--- src/rtl/trx_ctrl_pkg.sv ---
package trx_ctrl_pkg;

    localparam int ST_W  = 3;
    localparam int CMD_W = 3;

    typedef enum logic [ST_W-1:0] {
        ST_OFF    = 3'd0,
        ST_SYNTH  = 3'd1,
        ST_LISTEN = 3'd2,
        ST_RXBUSY = 3'd3,
        ST_TXBUSY = 3'd4
    } trx_state_e;

    typedef enum logic [CMD_W-1:0] {
        CMD_NOP    = 3'd0,
        CMD_OFF    = 3'd1,
        CMD_SYNTH  = 3'd2,
        CMD_LISTEN = 3'd3,
        CMD_TX     = 3'd4
    } trx_cmd_e;

    typedef struct packed {
        logic     valid;
        trx_cmd_e code;
    } trx_req_t;

    typedef struct packed {
        logic shr;
        logic phr;
        logic last;
        logic crc_ok;
        logic tx_done;
    } fe_evt_t;

    function automatic logic is_busy(trx_state_e s);
        return (s == ST_RXBUSY) || (s == ST_TXBUSY);
    endfunction

    function automatic logic is_rx(trx_state_e s);
        return (s == ST_LISTEN) || (s == ST_RXBUSY);
    endfunction

    // Unknown codes become an invalid request so no later stage sees them.
    function automatic trx_req_t decode_req(logic vld, logic [CMD_W-1:0] raw);
        trx_req_t r;
        r.valid = vld && (raw >= 3'd1) && (raw <= 3'd4);
        r.code  = r.valid ? trx_cmd_e'(raw) : CMD_NOP;
        return r;
    endfunction

endpackage

--- src/rtl/trx_cmd_hold.sv ---
module trx_cmd_hold
    import trx_ctrl_pkg::*;
(
    input  logic     clk,
    input  logic     rst,
    input  logic     busy_i,
    input  trx_req_t req_i,
    output trx_req_t req_o
);
    trx_req_t pend_q;

    // Latest command during a busy state wins; slot empties once idle.
    always_ff @(posedge clk) begin
        if (rst) begin
            pend_q <= '0;
        end else if (busy_i) begin
            if (req_i.valid) pend_q <= req_i;
        end else begin
            pend_q <= '0;
        end
    end

    always_comb begin
        if (busy_i)           req_o = '0;
        else if (req_i.valid) req_o = req_i;
        else                  req_o = pend_q;
    end
endmodule

--- src/rtl/trx_trig_edge.sv ---
module trx_trig_edge (
    input  logic clk,
    input  logic rst,
    input  logic pin_i,
    output logic rise_o
);
    logic pin_q;

    always_ff @(posedge clk) begin
        if (rst) pin_q <= 1'b0;
        else     pin_q <= pin_i;
    end

    assign rise_o = pin_i & ~pin_q;
endmodule

--- src/rtl/trx_power_seq.sv ---
module trx_power_seq (
    input  logic clk,
    input  logic rst,
    input  logic power_req_i,
    input  logic vreg_ready_i,
    input  logic pll_lock_i,
    output logic vreg_en_o,
    output logic synth_en_o,
    output logic locked_o,
    output logic irq_lock_o
);
    logic vreg_q, synth_q, lock_q, irq_q;
    logic synth_d, lock_d;

    // Synthesizer only after regulator has been on and reported settled.
    assign synth_d = power_req_i && (synth_q || (vreg_q && vreg_ready_i));
    assign lock_d  = synth_d && (lock_q || (synth_q && pll_lock_i));

    always_ff @(posedge clk) begin
        if (rst) begin
            vreg_q  <= 1'b0;
            synth_q <= 1'b0;
            lock_q  <= 1'b0;
            irq_q   <= 1'b0;
        end else begin
            vreg_q  <= power_req_i;
            synth_q <= synth_d;
            lock_q  <= lock_d;
            irq_q   <= lock_d && !lock_q;
        end
    end

    assign vreg_en_o  = vreg_q;
    assign synth_en_o = synth_q;
    assign locked_o   = lock_q;
    assign irq_lock_o = irq_q;
endmodule

--- src/rtl/trx_state_fsm.sv ---
module trx_state_fsm
    import trx_ctrl_pkg::*;
(
    input  logic       clk,
    input  logic       rst,
    input  trx_req_t   req_i,
    input  logic       tx_rise_i,
    input  fe_evt_t    evt_i,
    input  logic       locked_i,
    output trx_state_e state_q_o,
    output trx_state_e state_d_o,
    output logic       irq_start_o,
    output logic       irq_end_o,
    output logic       crc_valid_o
);
    trx_state_e st_q, st_d;
    logic start_q, end_q, crc_q;

    always_comb begin
        st_d = st_q;
        unique case (st_q)
            ST_OFF: begin
                if (req_i.valid && req_i.code == CMD_SYNTH) st_d = ST_SYNTH;
            end
            ST_SYNTH: begin
                if ((req_i.valid && req_i.code == CMD_TX) || tx_rise_i)
                    st_d = ST_TXBUSY;
                else if (req_i.valid && req_i.code == CMD_LISTEN)
                    st_d = ST_LISTEN;
                else if (req_i.valid && req_i.code == CMD_OFF)
                    st_d = ST_OFF;
            end
            ST_LISTEN: begin
                if (req_i.valid && req_i.code == CMD_OFF)
                    st_d = ST_OFF;
                else if (req_i.valid && req_i.code == CMD_SYNTH)
                    st_d = ST_SYNTH;
                else if (evt_i.shr && locked_i)
                    st_d = ST_RXBUSY;
            end
            ST_RXBUSY: begin
                if (evt_i.last) st_d = ST_LISTEN;
            end
            ST_TXBUSY: begin
                if (evt_i.tx_done) st_d = ST_SYNTH;
            end
            default: st_d = ST_OFF;
        endcase
    end

    always_ff @(posedge clk) begin
        if (rst) begin
            st_q    <= ST_OFF;
            start_q <= 1'b0;
            end_q   <= 1'b0;
            crc_q   <= 1'b0;
        end else begin
            st_q    <= st_d;
            start_q <= (st_q == ST_RXBUSY) && evt_i.phr;
            end_q   <= (st_q == ST_RXBUSY) && evt_i.last;
            if ((st_q == ST_RXBUSY) && evt_i.last) crc_q <= evt_i.crc_ok;
        end
    end

    assign state_q_o   = st_q;
    assign state_d_o   = st_d;
    assign irq_start_o = start_q;
    assign irq_end_o   = end_q;
    assign crc_valid_o = crc_q;
endmodule

--- src/rtl/trx_state_ctrl.sv ---
module trx_state_ctrl
    import trx_ctrl_pkg::*;
(
    input  logic             clk,
    input  logic             rst,
    input  logic             cmd_valid_i,
    input  logic [CMD_W-1:0] cmd_code_i,
    input  logic             tx_trig_i,
    input  logic             vreg_ready_i,
    input  logic             pll_lock_i,
    input  logic             shr_det_i,
    input  logic             phr_ok_i,
    input  logic             last_byte_i,
    input  logic             crc_ok_i,
    input  logic             tx_done_i,
    output logic             vreg_en_o,
    output logic             synth_en_o,
    output logic             rx_en_o,
    output logic [ST_W-1:0]  state_o,
    output logic             irq_pll_lock_o,
    output logic             irq_rx_start_o,
    output logic             irq_rx_end_o,
    output logic             crc_valid_o
);
    trx_req_t   req_raw, req_eff;
    trx_state_e st_q, st_d;
    fe_evt_t    evt;
    logic       tx_rise, locked;

    assign req_raw = decode_req(cmd_valid_i, cmd_code_i);
    assign evt     = '{shr: shr_det_i, phr: phr_ok_i, last: last_byte_i,
                       crc_ok: crc_ok_i, tx_done: tx_done_i};

    trx_cmd_hold u_hold (
        .clk    (clk),
        .rst    (rst),
        .busy_i (is_busy(st_q)),
        .req_i  (req_raw),
        .req_o  (req_eff)
    );

    trx_trig_edge u_trig (
        .clk    (clk),
        .rst    (rst),
        .pin_i  (tx_trig_i),
        .rise_o (tx_rise)
    );

    trx_state_fsm u_fsm (
        .clk         (clk),
        .rst         (rst),
        .req_i       (req_eff),
        .tx_rise_i   (tx_rise),
        .evt_i       (evt),
        .locked_i    (locked),
        .state_q_o   (st_q),
        .state_d_o   (st_d),
        .irq_start_o (irq_rx_start_o),
        .irq_end_o   (irq_rx_end_o),
        .crc_valid_o (crc_valid_o)
    );

    trx_power_seq u_pwr (
        .clk          (clk),
        .rst          (rst),
        .power_req_i  (st_d != ST_OFF),
        .vreg_ready_i (vreg_ready_i),
        .pll_lock_i   (pll_lock_i),
        .vreg_en_o    (vreg_en_o),
        .synth_en_o   (synth_en_o),
        .locked_o     (locked),
        .irq_lock_o   (irq_pll_lock_o)
    );

    assign state_o = st_q;
    assign rx_en_o = is_rx(st_q);
endmodule

--- config.mk ---
export PLATFORM = sky130hd
export DESIGN_NAME = trx_state_ctrl
export DESIGN_NICKNAME = d
export VERILOG_FILES = /design/src/rtl/trx_ctrl_pkg.sv /design/src/rtl/trx_cmd_hold.sv /design/src/rtl/trx_trig_edge.sv /design/src/rtl/trx_power_seq.sv /design/src/rtl/trx_state_fsm.sv /design/src/rtl/trx_state_ctrl.sv
export SDC_FILE = /design/constraint.sdc
export NUM_CORES = 1
export LEC_CHECK = 0
export BUFFER_PORTS_ARGS = -buffer_cell sky130_fd_sc_hd__buf_2
export CORE_MARGIN = 5
export CORE_UTILIZATION = 39
export CTS_CLUSTER_DIAMETER = 120
export DETAILED_ROUTE_END_ITERATION = 8
export PLACE_DENSITY_LB_ADDON = 0.3
export SETUP_SLACK_MARGIN = 0.02
export SYNTH_ARGS = -nofsm -noshare
export SYNTH_HDL_FRONTEND = slang
export SYNTH_SLANG_ARGS = --single-unit
--- constraint.sdc ---
create_clock -name clk -period 2.7 [get_ports clk]
set_input_delay 0.405 -clock clk [delete_from_list [all_inputs] [get_ports clk]]
set_output_delay 0.405 -clock clk [all_outputs]
set_load 0.02 [all_outputs]
# Word-level counts from Yosys, hierarchy flattened
# Cells that the tools add are included.
# word_totals
ff_bits,15
input_bits,14
out_inout_bits,10
wordCells,59
# op_classes
order_cmp,2
eq_ne,8
muxes,12
n_bitwise,3
n_reduce_logical,23
# op_table
op,count
2-to-1 mux 3 bit,9
one-hot mux 3 bit (5 select lines),1
logical AND 1 bit,14
equality test 3 x 2 -> 1 bit (second input constant),4
2-to-1 mux 4 bit,2
equality test 3 x 1 -> 1 bit (second input constant),2
equality test 3 bit (second input constant),2
logical OR 1 bit,5
greater-or-equal comparator 3 x 1 -> 1 bit (second input constant),1
less-or-equal comparator 3 bit (second input constant),1
logical NOT 3 bit,1
nonzero test 3 bit,1
NOT 1 bit,2
OR reduction 2 bit,1
bitwise AND 1 bit,1
logical NOT 1 bit,1

# Longest topological paths before layout
# Gate-level depths: netlist of the first run.
# logic_depth
depth_word,15
depth_mapped,7
mapped_depth_nobuf,7

# Hierarchy
# From an unflattened synthesis of the first run, not the netlist that was laid out.
# unflattened
hier_cells,87
area_unflattened_um2,833.3
# modules_own_cells
module,instances,cells_per_inst,area_each_um2,seq_area_each_um2
trx_state_fsm,1,44,427.9,120.1
trx_cmd_hold,1,17,150.1,80.1
trx_power_seq,1,12,133.9,80.1
trx_state_ctrl,1,11,73.8,0.0
trx_trig_edge,1,3,47.5,20.0

# Least setup slack after synthesis of the first run
# OpenSTA, ideal clock, no wires.
# synth_timing
path_kind,register -> register
startpoint,"register u_fsm.st_q[2], in the netlist u_fsm.state_q_o[2]"
endpoint,"register u_pwr.irq_q, in the netlist u_pwr.irq_lock_o"
setup_time_ns,0.144
arrival_time_ns,1.981
required_ns,2.556
setup_slack_ns,0.575
stages_incl_launch_ff,8
path_buffers,0
synth_period_minus_slack_ns,2.125
cell_sequence,dfxtp_1 or2b_4 inv_4 a22o_1 nor4_2 and4bb_2 o31ai_4 a311oi_1
# synth_between
elab_chain_len,13
word_cells_on_any_way,30
classes_between,8 x eq/ne; 11 x mux; 11 x reduce/logical
# synth_lines
item,line,text
from (decl),trx_state_fsm.sv:16,"trx_state_e st_q, st_d;"
from (signal assigned),trx_state_fsm.sv:58,st_q <= st_d;
equality test 3 x 2 -> 1 bit or equality test 3 bit (tied branches),"trx_ctrl_pkg.sv:36, trx_state_fsm.sv:21",
logical OR 1 bit,trx_ctrl_pkg.sv:36,return (s == ST_RXBUSY) || (s == ST_TXBUSY);
2-to-1 mux 4 bit,trx_cmd_hold.sv:24,if (busy_i) req_o = '0;
equality test 3 x 1 -> 1 bit,"trx_state_fsm.sv:30, trx_state_fsm.sv:34",
logical AND 1 bit,"trx_state_fsm.sv:30, trx_state_fsm.sv:34",
2-to-1 mux 3 bit,trx_state_fsm.sv:30,else if (req_i.valid && req_i.code == CMD_OFF)
2-to-1 mux 3 bit,trx_state_fsm.sv:28,else if (req_i.valid && req_i.code == CMD_LISTEN)
2-to-1 mux 3 bit,trx_state_fsm.sv:26,if ((req_i.valid && req_i.code == CMD_TX) || tx_rise_i)
one-hot mux 3 bit (5 select lines) *,trx_state_fsm.sv:21,unique case (st_q)
nonzero test 3 bit *,trx_state_ctrl.sv:66,".power_req_i (st_d != ST_OFF),"
logical AND 1 bit *,trx_power_seq.sv:16,assign synth_d = power_req_i && (synth_q || (vreg_q && vreg_ready_i));
logical AND 1 bit *,trx_power_seq.sv:17,assign lock_d = synth_d && (lock_q || (synth_q && pll_lock_i));
logical AND 1 bit *,trx_power_seq.sv:29,irq_q <= lock_d && !lock_q;
to (signal assigned),trx_power_seq.sv:29,
to (decl),trx_power_seq.sv:12,"logic vreg_q, synth_q, lock_q, irq_q;"
# Every way passes the cells marked *; elsewhere a longest branch is shown, timed or not.
# A chain may end at the register's enable or synchronous reset.

# Worst setup path in the final report of the first run
# layout_timing
startpoint,"register u_fsm.st_q[2], in the netlist u_fsm.state_q_o[2]"
endpoint,"register u_pwr.synth_q, in the netlist u_pwr.synth_en_o"
# layout_between
elab_chain_len,11
word_cells_on_any_way,28
classes_between,8 x eq/ne; 11 x mux; 9 x reduce/logical
# layout_lines
item,line,text
equality test 3 x 2 -> 1 bit or equality test 3 bit (tied branches),"trx_ctrl_pkg.sv:36, trx_state_fsm.sv:21",
logical OR 1 bit,trx_ctrl_pkg.sv:36,
2-to-1 mux 4 bit,trx_cmd_hold.sv:24,
equality test 3 x 1 -> 1 bit,"trx_state_fsm.sv:30, trx_state_fsm.sv:34",
logical AND 1 bit,"trx_state_fsm.sv:30, trx_state_fsm.sv:34",
2-to-1 mux 3 bit,trx_state_fsm.sv:30,
2-to-1 mux 3 bit,trx_state_fsm.sv:28,
2-to-1 mux 3 bit,trx_state_fsm.sv:26,
one-hot mux 3 bit (5 select lines) *,trx_state_fsm.sv:21,
nonzero test 3 bit *,trx_state_ctrl.sv:66,
logical AND 1 bit *,trx_power_seq.sv:16,
to (signal assigned),trx_power_seq.sv:27,synth_q <= synth_d;
to (decl),trx_power_seq.sv:12,
# Marks and branches as above.

==> metrics.txt, run 1 <==
Placement Rows 17; Pleak 0.473 nW; post-route cell area 1060 um^2; status complete, no violations; PnR worst setup slack 0.483 ns; CTS H-Tree Depth 1; DR WL/cell 13.5 um; setup repair after global routing missed its margin no; antenna fix cells 0; ys async rst share 0; GR Overflow Total 0; Core Area 2190 um^2; Critical Path Start Type register; Syn Area/Cell 8.42 um^2; net count after synthesis 120; Slew headroom 0.611; largest family of logic cells by synthesized area simple AND/OR/NAND/NOR gates; DR DRC count 0; Post-Syn Area 892 um^2; worst hold path depth 2; # clock sinks 15; #FFs+latches synth 15; hold_ws 0.349 ns; die width 57.8 um; Post-Synth Adder-Cell Area 0; Syn Inst Count 106; Worst path max stage delay 0.50 ns; CP Data Required Time 2.85 ns; violation count after the first detailed-routing iteration 25; Final Non-Filler Cells 158; main flop type after synthesis dfxtp_1; Yosys top cell by area dfxtp_1; mux contribution to synthesized area 0.0112; Starting Density 0.407; Max Cap Viol 0; Cells after DPL 154; Synth area leaders dfxtp_1, a21oi_1, nor2_1; top-count cell post-synth dfxtp_1; WHS Endpoint u_trig.pin_q; HPWL after DPL 1.68 mm; count of different cell masters after synthesis 40; worst-path maximum fanout 9; period utilization 0.821; largest net degree at the start of global routing 13; Worst Reg-to-Reg Cells 7; DR vias 860; Cell Chain, Critical Path or2b_4, inv_4, a22oi_1, o2111ai_1, and4bb_2, o31ai_4, a31oi_1; setup TNS 0 ns; CTS root buffer clkbuf_4; crit path kind reg -> reg; CTS tree done; Routed WL 2.13 mm; layout cells sized above 1 0.285; routability cong. 0.880; worst skew pair latency 0.29 ns; pwr dens 386 nW/um^2; full die area 3340 um^2; Final #Nets 145; initial antenna violation count 0; sequential element share of the synthesized area 0.337; Post-Synth XOR/XNOR Area 0.0295; Slowest-stage cell, CP dfxtp_1; reg2reg setup slack 0.48 ns; Tightest Hold Check Type in -> reg; area grow syn2layout 18.4%; hold path start tx_trig_i; Initial DRT Pass Iterations 4; most instantiated cells after synthesis dfxtp_1, a21oi_1, nor2_1, nand2_1; crit path time final 2.22 ns; IO Pins 24; Final ANT Viol Nets 0; Port Buf Inserts 23; Peak VDD IR 0.327 mV; final core utilization 0.482; global-route wire length before repair 3.50 mm; worst r2r dst u_pwr.synth_en_o; post-synthesis compound-gate area fraction 0.289; Slew Limit Fails 0; Worst Tran Pin Value 0.577 ns; total track usage 0.135; area share of the largest cell type after synthesis 0.337; final total power 0.407 mW; Post-synth EDFFs 0; # setup viols final 0; Placed Instance Area 1030 um^2; Fin Clk Skew 0.00158 ns; Reg clk slew, reported paths 0.09 ns; CTS buffer count 3; DR vias/cell 5.44; Synth Area in Simple Gates 0.295; Fmax 451 MHz; worst setup slack after placement 0.317 ns; Worst R2R Start u_fsm.state_q_o[2]; Syn. warnings 0; chip height 57.8 um; Setup Buffers After CTS 0; vias in the first global route 786; CTS resizes 0; CTS Buffer Depth 2; crit end category register; hold_buf cts 0; Critical Path AT 2.37 ns; Final Hold Viols 0
-- cell usage in the layout, fill, tap and decap left out, types with 3 or more instances in the layout --
master	n
buf_2	23
dfxtp_1	15
a21oi_1	11
nor2_1	10
nand2_1	8
nor2b_1	4
o21ai_0	4
inv_1	4
or2b_1	3
nand2b_1	3
nor3b_1	3
nand3_1	3
clkbuf_4	3
-- metal layers --
| layer | global-route usage | vias to the layer above | share of wire |
|---|---|---|---|
| met3 | 0.0290 | 4 | 0.053 |
| met1 | 0.180 | 391 | 0.47 |
| met5 | 0 | - | 0 |
| met2 | 0.203 | 23 | 0.45 |
| met4 | 0.0728 | 0 | 0.021 |
| li1 | - | 442 | - |
-- worst max-delay path, delay by kind of cell (launching register included) --
kind	cells	cell delay, ns
simple gates	2	0.54
compound gates	4	1.00
buf+inv	1	0.05
flops	1	0.50
-- how the worst max path moves through the flow --
| stage | endpoint | slack (ns) | depth (start not counted) | start |
|---|---|---|---|---|
| 5_1_grt | u_pwr.irq_lock_o | 0.27 | 7 | u_fsm.state_q_o[2] |
| 3_3_place_gp | u_pwr.irq_lock_o | 0.40 | 7 | cmd_valid_i |
| 2_1_floorplan | u_pwr.irq_lock_o | 0.58 | 7 | u_fsm.state_q_o[2] |
| 3_5_place_dp | u_pwr.irq_lock_o | 0.32 | 7 | cmd_valid_i |
| 4_1_cts | u_pwr.irq_lock_o | 0.49 | 7 | u_fsm.state_q_o[2] |
| 6_report | u_pwr.synth_en_o | 0.48 | 7 | u_fsm.state_q_o[2] |
-- logic make-up (layout without fill, tap and decap cells) --
| logic type | after synthesis | count (layout) |
|---|---|---|
| buffers and inverters | 8 | 32 |
| AND/OR/NAND/NOR | 44 | 44 |
| XOR/XNOR | 3 | 3 |
| multiplexers | 1 | 1 |
| flip-flops | 15 | 15 |
| AO/OA/AOI/OAI | 35 | 35 |
-- cell type report --
type | count | area (um^2)
fill | 222 | 1130
inverter | 5 | 21.3
multi-input combinational | 83 | 557
clock buffer | 3 | 22.5
clock inverter | 1 | 5.00
sequential | 15 | 300
tap | 28 | 35.0
timing repair buffer | 23 | 115
-- where the power goes --
part	switching [mW]	internal (mW)	leakage [nW]
Combinational	0.0304	0.0226	0.334
Clock	0.0752	0.0551	0.0177
Sequential	0.00134	0.223	0.121
Total	0.107	0.300	0.473
-- sequential cells by signal (all words and copies together) (netlist names) --
signal / flops
u_pwr.irq_lock_o: 1
u_pwr.vreg_en_o: 1
u_pwr.locked_o: 1
u_fsm.irq_start_o: 1
u_hold.pend_q: 4
u_fsm.crc_valid_o: 1
u_trig.pin_q: 1
u_fsm.state_q_o: 3
u_fsm.irq_end_o: 1
u_pwr.synth_en_o: 1
No activity file was read; power rests on OpenSTA's default activity.
==> run 2, diff against run 1 <==
- clock period: 2.7 -> 2 ns (I/O delays scaled with it)
==> run 2 against run 1 <==
Sequential cell count did not move. Sequential share of layout area fell by 3.8 points. Final area rose by 18%. Setup slack got worse by 0.42 ns. Utilization rose by 8.6 points. Global-route usage rose by 1.9 points. Die area did not move. Critical path depth did not move. Fmax rose by 14%. Routed wire length rose by 14%. Sequential power rose by 34%.
==> metrics.txt, run 2 (same netlist as run 1, synthesis figures left out) <==
status complete, no violations; Fmax 515 MHz; largest net degree at the start of global routing 10; initial antenna violation count 0; GR Layer Usage met3 0.0334; # setup viols final 0; global-route wire length before repair 4.05 mm; GR Overflow Total 0; Final ANT Viol Nets 0; Slew headroom 0.755; Placement Rows 17; Max Cap Viol 0; routability cong. 0.898; hold_buf cts 0; CTS buffer count 3; commonest non-fill, non-tap cells in the layout buf_2, buf_4, dfxtp_1; Placed Instance Area 1170 um^2; DR WL/cell 13.7 um; layout cells sized above 1 0.427; Cell Chain, Critical Path or2b_4, inv_4, a22o_1, nor4_2, and4bb_2, o31ai_4, a311oi_2; chip height 57.8 um; DR vias 958; Critical Path Start Type register; Critical Path AT 2.09 ns; CTS root buffer clkbuf_4; die width 57.8 um; Initial DRT Pass Iterations 4; Clock Power Share 0.304; worst setup slack after placement -0.233 ns; Routed WL 2.43 mm; HPWL after DPL 1.88 mm; setup repair after global routing missed its margin yes; # clock sinks 15; Comb pwr share 0.165; Final #Nets 165; P_sw 0.143 mW; pwr dens 454 nW/um^2; Port Buf Inserts 23; vias in the first global route 929; Tightest Hold Check Type in -> reg; violation count after the first detailed-routing iteration 21; crit path time final 1.94 ns; Reg clk slew, reported paths 0.09 ns; IO Pins 24; Core Area 2190 um^2; Starting Density 0.407; Pint 0.422 mW; Pleak 0.577 nW; total track usage 0.155; final total power 0.566 mW; area grow syn2layout 39.6%; CTS H-Tree Depth 1; Slew Limit Fails 0; CTS Buffer Depth 2; CP Data Required Time 2.14 ns; setup TNS 0 ns; worst hold path depth 3; crit path kind reg -> reg; PnR worst setup slack 0.0583 ns; number of flip-flops under the largest register name 4; most used routing layer in global routing met2; full die area 3340 um^2; post-route cell area 1240 um^2; crit end category register; Worst Reg-to-Reg Cells 7; period utilization 0.971; worst skew pair latency 0.28 ns; CTS tree done; hold_ws 0.247 ns; met1 Use GR 0.190; commonest non-fill, non-tap cell in the layout buf_2; Fin Clk Skew 0.00269 ns; Worst path max stage delay 0.32 ns; CP bufs+invs 1; Reg with most FFs u_hold.pend_q; DR vias/cell 5.38; met2 Use GR 0.252; Stages on worst setup path 7; Worst Tran Pin Value 0.364 ns; sw frac 0.253; worst-path maximum fanout 5; DR DRC count 0; Sequential Power Share 0.531; Final Hold Viols 0; critical path's top delay family simple AND/OR/NAND/NOR gates; antenna fix cells 0; Slowest-stage cell, CP dfxtp_2; fill count 219; Peak VDD IR 0.376 mV
[run 2: what timing repair did]
item,in CTS,in global routing
cloned,0,0
endpoints found under the hold margin,0,0
resized for setup,4,3
pin swaps,6,5
setup endpoints to repair,5,5
setup buffers,2,1
[run 2: worst min-delay path: stages]
cell and delay (ns):
buf_2 0.07, mux2i_1 0.05, nor2_1 0.07
[run 2: worst paths after layout]
check	from	to	slack [ns]
hold reg to reg	u_pwr.locked_o	u_pwr.irq_lock_o	0.46
setup reg to reg	u_fsm.state_q_o[1]	u_pwr.locked_o	0.06
setup / recovery	u_fsm.state_q_o[1]	u_pwr.locked_o	0.06
hold / removal	crc_ok_i	u_fsm.crc_valid_o	0.25
[run 2: area by class of cell]
type	count	area, um^2	area share
clock buffer	4	26.3	0.0211
inverter	5	21.3	0.0171
multi-input combinational	83	587	0.471
sequential	15	307	0.246
tap	28	35.0	0.0281
timing repair buffer	43	269	0.216
[run 2: layer usage]
metal	part of all wire	wire length (um)	up-vias
met3	0.052	127	6
li1	-	-	479
met5	0	0	-
met2	0.48	1170	24
met4	0.016	38	0
met1	0.45	1090	449
[run 2: through the flow]
| stage | cells | util |
|---|---|---|
| final | 178 | 0.568 |
| after CTS | 177 | 0.561 |
| after floorplan | 106 | - |
| after detailed placement | 171 | 0.533 |
| after global placement | 171 | 0.533 |
| after global routing | 178 | 0.568 |
[run 2: power groups by stage]
| stage | Clock, mW | Combinational (mW) | Sequential (mW) |
|---|---|---|---|
| 6_report | 0.172 | 0.0933 | 0.301 |
| 5_1_grt | 0.198 | 0.103 | 0.301 |
| 4_1_cts | 0.180 | 0.0924 | 0.301 |
| 3_5_place_dp | 0 | 0.0910 | 0.308 |
| 3_3_place_gp | 0 | 0.0890 | 0.307 |
| 2_1_floorplan | 0 | 0.0461 | 0.308 |
==> run 3, diff against run 2 <==
- CTS_BUF_LIST: not set -> sky130_fd_sc_hd__clkbuf_8
- SYNTH_HIERARCHICAL: not set -> 1
==> run 3 against run 2 <==
Sequential share of layout area decreased by 1.5 points. The run now ends with negative setup slack left. Critical path type is now in -> reg. Combinational power is 12% lower. Critical endpoint is now u_pwr/locked_o. Die area is 5.5% lower. Largest power group unchanged. Clock power grew 41%. Fmax decreased by 17%.
==> metrics.txt, run 3 <==
status finished with violations; failing checks negative setup slack; sequential cell area 303 um^2; Pleak 0.579 nW; chip height 56.2 um; top-count cell post-synth dfxtp_1; Comb pwr share 0.131; Synth area leaders dfxtp_1, nor2_1, nor2b_4; Yosys top cell by area dfxtp_1; Critical Path Start Type input port; setup repair after global routing missed its margin yes; Max Cap Viol 0; CP bufs+invs 2; area grow syn2layout 57.2%; Fmax 428 MHz; Syn Inst Count 87; worst-path maximum fanout 5; # setup viols final 5; total track usage 0.139; DR DRC count 0; count of different cell masters after synthesis 36; crit path kind in -> reg; sequential element share of the synthesized area 0.360; Post-synth EDFFs 0; Placed Instance Area 1110 um^2; Stages on worst setup path 12; pwr dens 479 nW/um^2; CTS buffer count 3; DR vias/cell 5.02; final core utilization 0.654; period utilization 1.17; Reg with most FFs u_hold/pend_q; critical path's top delay family simple AND/OR/NAND/NOR gates; Reg clk slew, reported paths 0.06 ns; Initial DRT Pass Iterations 4; CTS Buffer Depth 2; Peak VDD IR 0.459 mV; initial antenna violation count 0; IO Pins 24; Final ANT Viol Nets 0; DR vias 798; commonest non-fill, non-tap cell in the layout buf_2; vias in the first global route 817; layout cells sized above 1 0.568; routability cong. 0.846; fill count 164; CTS root buffer clkbuf_8; ys async rst share 0; DR WL/cell 13.5 um; number of flip-flops under the largest register name 4; Final Hold Viols 0; Port Buf Inserts 23; worst hold path depth 2; Clock Power Share 0.388; most instantiated cells after synthesis dfxtp_1, nor2_1, nand2_1, a21oi_1, mux2i_1; reg2reg setup slack -0.30 ns; Worst Tran Pin Value 0.337 ns; #FFs+latches synth 15; Pint 0.480 mW; Cell Chain, Critical Path buf_6, or3_1, and3_4, mux2i_4, nor2_4, buf_4, and4bb_1, o21ai_1, a21oi_2, or3_4, nand3b_1, o22ai_1; Slew Limit Fails 0; Fin Clk Skew 0.00493 ns; net count after synthesis 101; HPWL after DPL 1.47 mm; crit end category register; full die area 3160 um^2; Worst Reg-to-Reg Cells 10; Slowest-stage cell, CP or3_1; P_sw 0.147 mW; Slew headroom 0.774; CP Data Required Time 2.12 ns; Critical Path AT 2.46 ns; setup TNS -1.38 ns; commonest non-fill, non-tap cells in the layout buf_2, buf_4, dfxtp_1; hold_buf cts 0; violation count after the first detailed-routing iteration 11; area of the multi-input gates 657 um^2; Placement Rows 16; Syn. warnings 6; Final #Nets 147; die width 56.2 um; crit path time final 2.33 ns; Worst path max stage delay 0.37 ns; worst skew pair latency 0.25 ns; sw frac 0.234; global-route wire length before repair 3.48 mm; # clock sinks 15; CTS H-Tree Depth 1; Starting Density 0.416; Routed WL 2.15 mm; CTS tree done; Syn Area/Cell 9.58 um^2; largest net degree at the start of global routing 11; antenna fix cells 0; hold_ws 0.247 ns; Core Area 2000 um^2; main flop type after synthesis dfxtp_1; PnR worst setup slack -0.334 ns; Tightest Hold Check Type in -> reg; area share of the largest cell type after synthesis 0.360; Post-Syn Area 833 um^2; post-route cell area 1310 um^2; GR Overflow Total 0; Sequential Power Share 0.482
-- run 3: final timing paths --
kind                           start                 to
setup / recovery       cmd_code_i[0]     u_pwr/locked_o
hold / removal              phr_ok_i  u_fsm/irq_start_o
setup reg to reg  u_fsm/state_q_o[1]     u_pwr/locked_o
hold reg to reg       u_pwr/locked_o   u_pwr/irq_lock_o
-- run 3: per-layer routing --
| metal | vias up | GRT usage | share of wire |
|---|---|---|---|
| li1 | 402 | - | - |
| met1 | 376 | 0.159 | 0.42 |
| met2 | 18 | 0.249 | 0.53 |
| met3 | 2 | 0.0325 | 0.038 |
| met4 | 0 | 0.0475 | 0.0098 |
| met5 | - | 0 | 0 |
-- run 3: power by group through the flow --
stage	combinational [mW]	clock, mW	sequential [mW]
6_report	0.0818	0.243	0.302
5_1_grt	0.0878	0.268	0.302
4_1_cts	0.0780	0.249	0.302
3_5_place_dp	0.0647	0	0.308
3_3_place_gp	0.0629	0	0.308
2_1_floorplan	0.0304	0	0.310
-- run 3: timing repair --
action / 4_1_cts / 5_1_grt
pin swaps: 13 / 3
setup buffers: 6 / 0
endpoints found under the setup margin: 6 / 7
gates cloned: 0 / 0
resized for setup: 15 / 3
-- run 3: cell type report --
cell class | instances | share of cell area
Timing Repair Buffer | 42 | 0.202
Clock inverter | 1 | 0.00287
Multi-Input combinational cell | 69 | 0.501
Sequential cell | 15 | 0.231
Tap cell | 27 | 0.0258
Clock buffer | 3 | 0.0315
Inverter | 2 | 0.00573
-- run 3: logic make-up (layout without fill, tap and decap cells) --
logic type / count (synthesis) / in the layout / synth area share
buf+inv: 3 / 48 / 0.0225
xor+xnor: 1 / 1 / 0.0105
simple gates: 46 / 46 / 0.372
mux: 4 / 4 / 0.0480
flops: 15 / 15 / 0.360
compound gates: 18 / 18 / 0.186
-- run 3: worst reg2reg max path: stages, from the launching register on --
cell	delay, ns
dfxtp_1	0.35
nor3b_1	0.29
a21o_4	0.16
buf_4	0.13
nor2_4	0.04
buf_4	0.15
o41ai_4	0.36
a21oi_2	0.11
or3_4	0.41
nand3b_1	0.10
o22ai_1	0.07
-- run 3: stage by stage --
step	instances	power (mW)	setup slack, ns
5_1_grt	159	0.658	-0.419
4_1_cts	159	0.628	-0.333
2_1_floorplan	87	0.340	-0.454
3_3_place_gp	150	0.371	-0.593
3_5_place_dp	150	0.373	-0.671
6_report	159	0.627	-0.334
